## src/rtl/cyc_acct_pkg.sv

```systemverilog
package cyc_acct_pkg;
  localparam int NUM_REASONS = 6;
  localparam int NUM_CNT = 2 + 2 * NUM_REASONS;

  typedef struct packed {
    logic                   clr;
    logic                   tick;
    logic                   execInc;
    logic [NUM_REASONS-1:0] winner;
    logic [NUM_REASONS-1:0] rawInc;
  } acctStrobes_t;
endpackage

```

## src/rtl/cyc_sat_counter.sv

```systemverilog
module cyc_sat_counter #(
  parameter int CNT_W = 32
) (
  input  logic             clk,
  input  logic             rstN,
  input  logic             clr,
  input  logic             inc,
  output logic [CNT_W-1:0] count
);
  localparam logic [CNT_W-1:0] MAX_VAL = '1;

  always_ff @(posedge clk) begin
    if (!rstN || clr) begin
      count <= '0;
    end else if (inc && count != MAX_VAL) begin
      count <= count + 1'b1;
    end
  end
endmodule

```

## src/rtl/cyc_acct_ctrl.sv

```systemverilog
module cyc_acct_ctrl
  import cyc_acct_pkg::*;
(
  input  logic                   clearStrobe,
  input  logic [NUM_REASONS-1:0] reasonFlags,
  output acctStrobes_t           strobes
);
  logic [NUM_REASONS-1:0] prioPick;

  always_comb begin
    logic taken;
    taken = 1'b0;
    prioPick = '0;
    for (int i = 0; i < NUM_REASONS; i++) begin
      if (reasonFlags[i] && !taken) begin
        prioPick[i] = 1'b1;
        taken = 1'b1;
      end
    end
  end

  always_comb begin
    strobes.clr     = clearStrobe;
    strobes.tick    = !clearStrobe;
    strobes.execInc = !clearStrobe && (reasonFlags == '0);
    strobes.winner  = clearStrobe ? '0 : prioPick;
    strobes.rawInc  = clearStrobe ? '0 : reasonFlags;
  end
endmodule

```

## src/rtl/cyc_acct_dp.sv

```systemverilog
module cyc_acct_dp
  import cyc_acct_pkg::*;
#(
  parameter int CNT_W = 32,
  parameter int IDX_W = 4
) (
  input  logic             clk,
  input  logic             rstN,
  input  acctStrobes_t     strobes,
  input  logic [IDX_W-1:0] rdIndex,
  output logic [CNT_W-1:0] rdData,
  output logic [CNT_W-1:0] totalCnt,
  output logic [CNT_W-1:0] execCnt
);
  logic [NUM_CNT-1:0] incVec;
  logic [CNT_W-1:0]   cnt [NUM_CNT];

  assign incVec = {strobes.rawInc, strobes.winner, strobes.execInc, strobes.tick};

  for (genvar g = 0; g < NUM_CNT; g++) begin : g_cnt
    cyc_sat_counter #(.CNT_W(CNT_W)) u_cnt (
      .clk  (clk),
      .rstN (rstN),
      .clr  (strobes.clr),
      .inc  (incVec[g]),
      .count(cnt[g])
    );
  end

  assign totalCnt = cnt[0];
  assign execCnt  = cnt[1];

  always_ff @(posedge clk) begin
    if (!rstN) begin
      rdData <= '0;
    end else if (int'(rdIndex) < NUM_CNT) begin
      rdData <= cnt[rdIndex];
    end else begin
      rdData <= '0;
    end
  end
endmodule

```

## src/rtl/cycle_attrib_unit.sv

```systemverilog
module cycle_attrib_unit
  import cyc_acct_pkg::*;
#(
  parameter int CNT_W = 32
) (
  input  logic             clk,
  input  logic             rstN,
  input  logic             clearStrobe,
  input  logic [5:0]       reasonFlags,
  input  logic [3:0]       rdIndex,
  output logic [CNT_W-1:0] rdData
);
  acctStrobes_t     strobes;
  logic [CNT_W-1:0] totalCnt;
  logic [CNT_W-1:0] execCnt;

  cyc_acct_ctrl u_ctrl (
    .clearStrobe(clearStrobe),
    .reasonFlags(reasonFlags),
    .strobes    (strobes)
  );

  cyc_acct_dp #(.CNT_W(CNT_W), .IDX_W(4)) u_dp (
    .clk     (clk),
    .rstN    (rstN),
    .strobes (strobes),
    .rdIndex (rdIndex),
    .rdData  (rdData),
    .totalCnt(totalCnt),
    .execCnt (execCnt)
  );
endmodule

```

## config.mk

```make
export PLATFORM = sky130hd
export DESIGN_NAME = cycle_attrib_unit
export DESIGN_NICKNAME = d
export VERILOG_FILES = /design/src/rtl/cyc_acct_pkg.sv /design/src/rtl/cyc_sat_counter.sv /design/src/rtl/cyc_acct_ctrl.sv /design/src/rtl/cyc_acct_dp.sv /design/src/rtl/cycle_attrib_unit.sv
export SDC_FILE = /design/constraint.sdc
export NUM_CORES = 1
export LEC_CHECK = 0
export BUFFER_PORTS_ARGS = -buffer_cell sky130_fd_sc_hd__buf_2
export CAP_MARGIN = 5
export CORE_MARGIN = 5
export CORE_UTILIZATION = 55
export DETAILED_ROUTE_END_ITERATION = 8
export GPL_ROUTABILITY_DRIVEN = 0
export GPL_TIMING_DRIVEN = 0
export PLACE_DENSITY_LB_ADDON = 0.12
export RECOVER_POWER = 50
export SYNTH_ARGS = -nofsm -noshare
export SYNTH_HDL_FRONTEND = slang
export SYNTH_SLANG_ARGS = --single-unit
```

## constraint.sdc

```tcl
create_clock -name clk -period 4.7 [get_ports clk]
set_clock_uncertainty 0.2 [all_clocks]
set_input_delay 0.94 -clock clk [delete_from_list [all_inputs] [get_ports clk]]
set_output_delay 0.94 -clock clk [all_outputs]
set_load 0.03 [all_outputs]
```

### Word level (Yosys, flattened, before mapping)

Cells that the tools add are included.

* output and inout port bits: 32
* logic and storage cells: 91
* register bits: 480
* input bits: 13

* $add $sub $neg: 14
* equal/unequal tests: 14
* reduce and logical (&&, ||, !) cells: 30
* bitwise gates (word level): 1
* $lt $le $gt $ge: 2
* multiplexer cells: 15

Operators by type and width (number)
* $add A32 B1 Y32 const B: 14
* $ne A32 B32 Y1 const B: 14
* $bmux W32 S4: 1
* $mux W32: 2
* $logic_and A1 B1 Y1: 20
* $mux W6: 2
* $mux W1: 10
* $logic_not A1 Y1: 7
* $logic_not A6 Y1: 1
* $ge A5 B5 Y1 const B: 1
* $not A4 Y5: 1
* $lt A4 B4 Y1 const B: 1
* $reduce_and A2 Y1: 1
* $logic_or A1 B1 Y1: 1

### Depth between registers and ports, before layout

* word-level depth: 18
* gate-level depth with buffers: 8
* depth with buffers taken out: 7

### By module

From an unflattened synthesis, not the netlist that was laid out.

* cell total of the unflattened synthesis: 3185
* area, all modules: 27949.3 µm²

By module, submodules not included
* cyc_sat_counter: area each 1667.8 µm², instances 14, cells an instance 195, sequential area each 640.6 µm²
* cyc_acct_dp: area each 4471.8 µm², instances 1, cells an instance 438, sequential area each 640.6 µm²
* cyc_acct_ctrl: area each 127.6 µm², instances 1, cells an instance 17, sequential area each 0.0 µm²

### Worst setup path before layout

Ideal clock, no wire load.

* path type: input-to-reg
* start: in reasonFlags[2]
* end: reg u_dp.g_cnt[7].u_cnt.count[29]
* required time: 4430 ps
* stages: 8
* data arrival time: 2952 ps
* library setup time: 70 ps
* path buffers: 2
* path slack: 1478 ps
* cell sequence: or4_1 -> buf_2 -> or3_1 -> nor3_2 -> nand4_1 -> buf_2 -> or4_1 -> a21oi_1

* longest elaborated chain between the ends: 13

Ends and longest elaborated chain
* start: declaration: RTL line cycle_attrib_unit.sv:9 `input logic [5:0] reasonFlags,`
* $logic_and A1 B1 Y1 *: RTL line cyc_acct_ctrl.sv:15 `if (reasonFlags[i] && !taken) begin`
* $mux W1 *: RTL line cyc_acct_ctrl.sv:15
* $logic_not A1 Y1: RTL line cyc_acct_ctrl.sv:15
* $logic_and A1 B1 Y1: RTL line cyc_acct_ctrl.sv:15
* $mux W1 *: RTL line cyc_acct_ctrl.sv:15
* $logic_not A1 Y1: RTL line cyc_acct_ctrl.sv:15
* $logic_and A1 B1 Y1: RTL line cyc_acct_ctrl.sv:15
* $mux W1 *: RTL line cyc_acct_ctrl.sv:15
* $logic_not A1 Y1 *: RTL line cyc_acct_ctrl.sv:15
* $logic_and A1 B1 Y1 *: RTL line cyc_acct_ctrl.sv:15
* $mux W1 *: RTL line cyc_acct_ctrl.sv:15
* $mux W6 *: RTL line cyc_acct_ctrl.sv:26 `strobes.winner = clearStrobe ? '0 : prioPick;`
* $logic_and A1 B1 Y1 *: RTL line cyc_sat_counter.sv:15 `end else if (inc && count != MAX_VAL) begin`
* end signal: assignment: RTL line cyc_sat_counter.sv:16 `count <= count + 1'b1;`
* end: declaration: RTL line cyc_sat_counter.sv:8 `output logic [CNT_W-1:0] count`

Every way passes the cells marked *; elsewhere a longest branch is shown, timed or not.
A chain may end at the register's enable or synchronous reset.

### Worst setup path after layout

* start: in clearStrobe
* end: reg u_dp.g_cnt[7].u_cnt.count[22]

* longest elaborated chain between the ends: 2
* elaborated cells between the ends (all ways): 3
* those cells by class: mux: 1; reduce/logical: 2

Ends and longest elaborated chain
* start: declaration: RTL line cycle_attrib_unit.sv:8 `input logic clearStrobe,`
* $mux W6: RTL line cyc_acct_ctrl.sv:26
* $logic_and A1 B1 Y1: RTL line cyc_sat_counter.sv:15

Several ways; a longest one is shown, not always the timed one.

==> impl_results.md <==
* Status: complete, but fails checks
* Failing checks: capacitance limit, slew limit
* Routed Antenna Nets at 0
* Final Hold Fails at 0
* Fin Hold WS at 0.2976 ns
* CP Depth at 8
* Count leader, synth: dfxtp_1
* Max cap viols at 1
* Worst R2R Setup Slack at 0.90 ns
* DRT iter0 DRCs at 2647
* Reg-to-reg critical path startpoint: u_dp.g_cnt[3].u_cnt.count[1]$_SDFFE_PP0P_
* Maximum buffer depth of the clock tree at 3
* Xor and xnor fraction of the mapped netlist area at 11.55%
* Final nets at 3085
* Setup crit end kind: flip-flop
* Ys Warns at 0
* Max-slew violations at 10
* Io pins at 45
* Layout cells sized above 1 at 7.009%
* Hold Path Origin: u_dp.g_cnt[2].u_cnt.count[1]$_SDFFE_PP0P_
* CTS buffer count at 52
* Final Setup Violations at 0
* Post-synthesis compound-gate area fraction at 6.578%
* Ys flop type: dfxtp_1
* Post-synthesis register bit count at 480
* Fin util at 61.76%
* Hold Path Depth at 2
* Die Area at 50710 sq um
* Total Power at 8.662 mW
* Initial Util at 55.88%
* Post-synthesis simple-gate area fraction at 29.15%
* Reg2reg path depth at 7
* DRT Wirelength at 83940 um
* Worst path arrival time at 4.95 ns
* CP top delay family: buffers and inverters
* CP bufs+invs at 6
* Max Clock Freq at 213.3 MHz
* First-pass GRT wire length at 126300 um
* Worst r2r dst: u_dp.g_cnt[3].u_cnt.count[11]$_SDFFE_PP0P_
* Global Route met2 Usage at 48.70%
* Unique masters post-synth at 57
* Die Wd at 225.2 um
* First-pass DRT Iterations at 6
* Top post-synthesis cells by count: 480 x dfxtp_1, 475 x nor2_1, 201 x xor2_1
* Worst relative slew slack at -5.051%
* GRT Total Usage at 31.90%
* WS Path Type: input pin to flip-flop
* Syn Nets at 2989
* Post-CTS Resized at 1
* Mux cell area share after synthesis at 11.24%
* Via-to-Cell Ratio at 6.421
* Placed wire-length estimate at 64290 um
* Clock Latency Late Sink at 0.61 ns
* Worst EP required at 4.96 ns
* GRT met3 Usage at 6.552%
* Peak supply drop at 0.0003229 V
* Most frequent CP cell: clkbuf_1
* Die Height at 225.2 um
* Largest net degree at the start of global routing at 14
* P_leak at 8.775 nW
* Busiest grt layer: met2
* Synth top area cells: dfxtp_1 38%, mux4_2 8.5%, nor2_1 7.0%, xor2_1 6.9%, xnor2_1 4.6%
* CP cell instances: buf_2 -> clkbuf_1 -> clkbuf_1 -> nand2b_2 -> clkbuf_1 -> clkbuf_1 -> clkbuf_1 -> nor2_1
* Met1 Use GR at 42.77%
* Area Growth Syn to Fin at 10.52%
* Ant diodes at 0
* Global route overflow at 0
* Gate Count Post-Synth at 2962
* Core Area at 45580 sq um
* Port Buf Inserts at 42
* Sink Count at 480
* Hold-fix buffers, CTS at 0
* Initial antenna violation count at 1
* # H-tree levels at 2
* Post-CTS Setup Bufs at 0
* WL/cell at 22.71 um
* RSZ-0062 raised after global routing: false
* Post-synth ARST share at 0%
* Vias in the first global route at 21617
* Worst Hold Endpoint: u_dp.g_cnt[2].u_cnt.count[1]$_SDFFE_PP0P_
* CTS tree: done
* Fin crit share at 99.76%
* Post-Synth Adder-Cell Area at 0.6878%
* Largest family of logic cells by synthesized area: simple AND/OR/NAND/NOR gates
* CP startpoint kind: input pin
* Register area share after synthesis at 37.73%
* Clk pin slew, worst setup/hold paths at 0.06 ns
* Synthesized cell area at 25470 sq um
* Via count at 23733
* Crit-path max FO at 10
* Min-Delay Path Class: flip-flop to flip-flop
* Fillcell total at 3924
* Pwr per Cell Area at 307.7 nW/um^2
* Post-synth EDFFs at 0
* Row count at 78
* Clk root buf: clkbuf_16
* Drt drc at 0
* Mean post-synth cell area at 8.599 sq um
* Slowest-stage cell, CP: clkbuf_1
* Minimum clock period at 4.689 ns
* Top cell type's share of synthesized area at 37.73%
* Slew @ Worst Pin at 1.562 ns
* Worst path max stage delay at 0.70 ns
* Post-synthesis cell type with the largest combined area: dfxtp_1
[worst min-delay path, delay by kind of cell (launching register included)]
family | cells | cell delay [ns]
simple gates | 1 | 0.06
flops | 1 | 0.33
compound gates | 1 | 0.06
[worst max-delay path by stage]
stage	start	to	slack, ns
3_5_place_dp	clearStrobe	u_dp.g_cnt[7].u_cnt.count[22]$_SDFFE_PP0P_	-0.99
6_report	clearStrobe	u_dp.g_cnt[7].u_cnt.count[22]$_SDFFE_PP0P_	0.01
5_1_grt	clearStrobe	u_dp.g_cnt[7].u_cnt.count[24]$_SDFFE_PP0P_	0.02
4_1_cts	clearStrobe	u_dp.g_cnt[7].u_cnt.count[22]$_SDFFE_PP0P_	0.16
3_3_place_gp	clearStrobe	u_dp.g_cnt[7].u_cnt.count[20]$_SDFFE_PP0P_	-1.07
2_1_floorplan	reasonFlags[2]	u_dp.g_cnt[7].u_cnt.count[29]$_SDFFE_PP0P_	1.48
[registers in the layout, indices dropped and copies added, names as in the netlist]
signal	cells
u_dp.rdData	32
u_dp.g_cnt.u_cnt.count	448
[placed cells by master (no fill, tap or decap), drive strengths merged, types with 21 or more instances in the layout]
cell,instances
nand3,180
and3,82
and4,48
a21oi,121
nand4,177
o21ai,85
mux2i,70
nand2,176
nor3,84
xor2,201
nor2,475
and2,21
nor4,58
clkbuf,221
dfxtp,480
inv,70
buf,32
or3,89
o22ai,32
xnor2,135
or4,21
mux4,96
[final cells by class]
| class | instances | area, sq um | area share (%) |
|---|---|---|---|
| sequential | 480 | 9609 | 34.14 |
| multi-input combinational | 2277 | 15080 | 53.58 |
| clock buffer | 76 | 1543 | 5.481 |
| timing repair buffer | 43 | 173.9 | 0.6179 |
| buffer | 134 | 513.0 | 1.822 |
| tap | 600 | 750.7 | 2.667 |
| clock inverter | 16 | 212.7 | 0.7557 |
| inverter | 70 | 262.8 | 0.9335 |
[power by group]
part	internal [mW]	switching, mW	leakage (nW)
clock	2.53	1.74	0.861
sequential	4.07	0.00629	3.86
combinational	0.0792	0.232	4.05
[through the flow]
| stage | cells | TNS [ns] | area (sq um) | setup slack (ns) |
|---|---|---|---|---|
| detailed placement | 3604 | -153.99 | 26430 | -0.9868 |
| global placement | 3604 | -172.14 | 26430 | -1.069 |
| floorplan | 2962 | 0 | 25470 | 1.478 |
| global route | 3696 | 0 | 28150 | 0.01673 |
| CTS | 3695 | 0 | 28180 | 0.1556 |
| finish | 3696 | 0 | 28150 | 0.01120 |
[layer usage]
layer | vias to the layer above | wire length [um]
met2 | 1364 | 36390
met4 | 0 | 5122
met3 | 256 | 8890
met1 | 11203 | 33530
met5 | - | 0
li1 | 10910 | -
[cells by family (layout without fill, tap and decap cells)]
logic type	Yosys count	after routing
AND/OR/NAND/NOR	1466	1466
flip-flops	480	480
XOR/XNOR	336	336
AO/OA/AOI/OAI	295	295
buffers and inverters	205	339
multiplexers	166	166
adder cells (fa/ha/maj)	14	14
(Power assumes the default switching activity.)
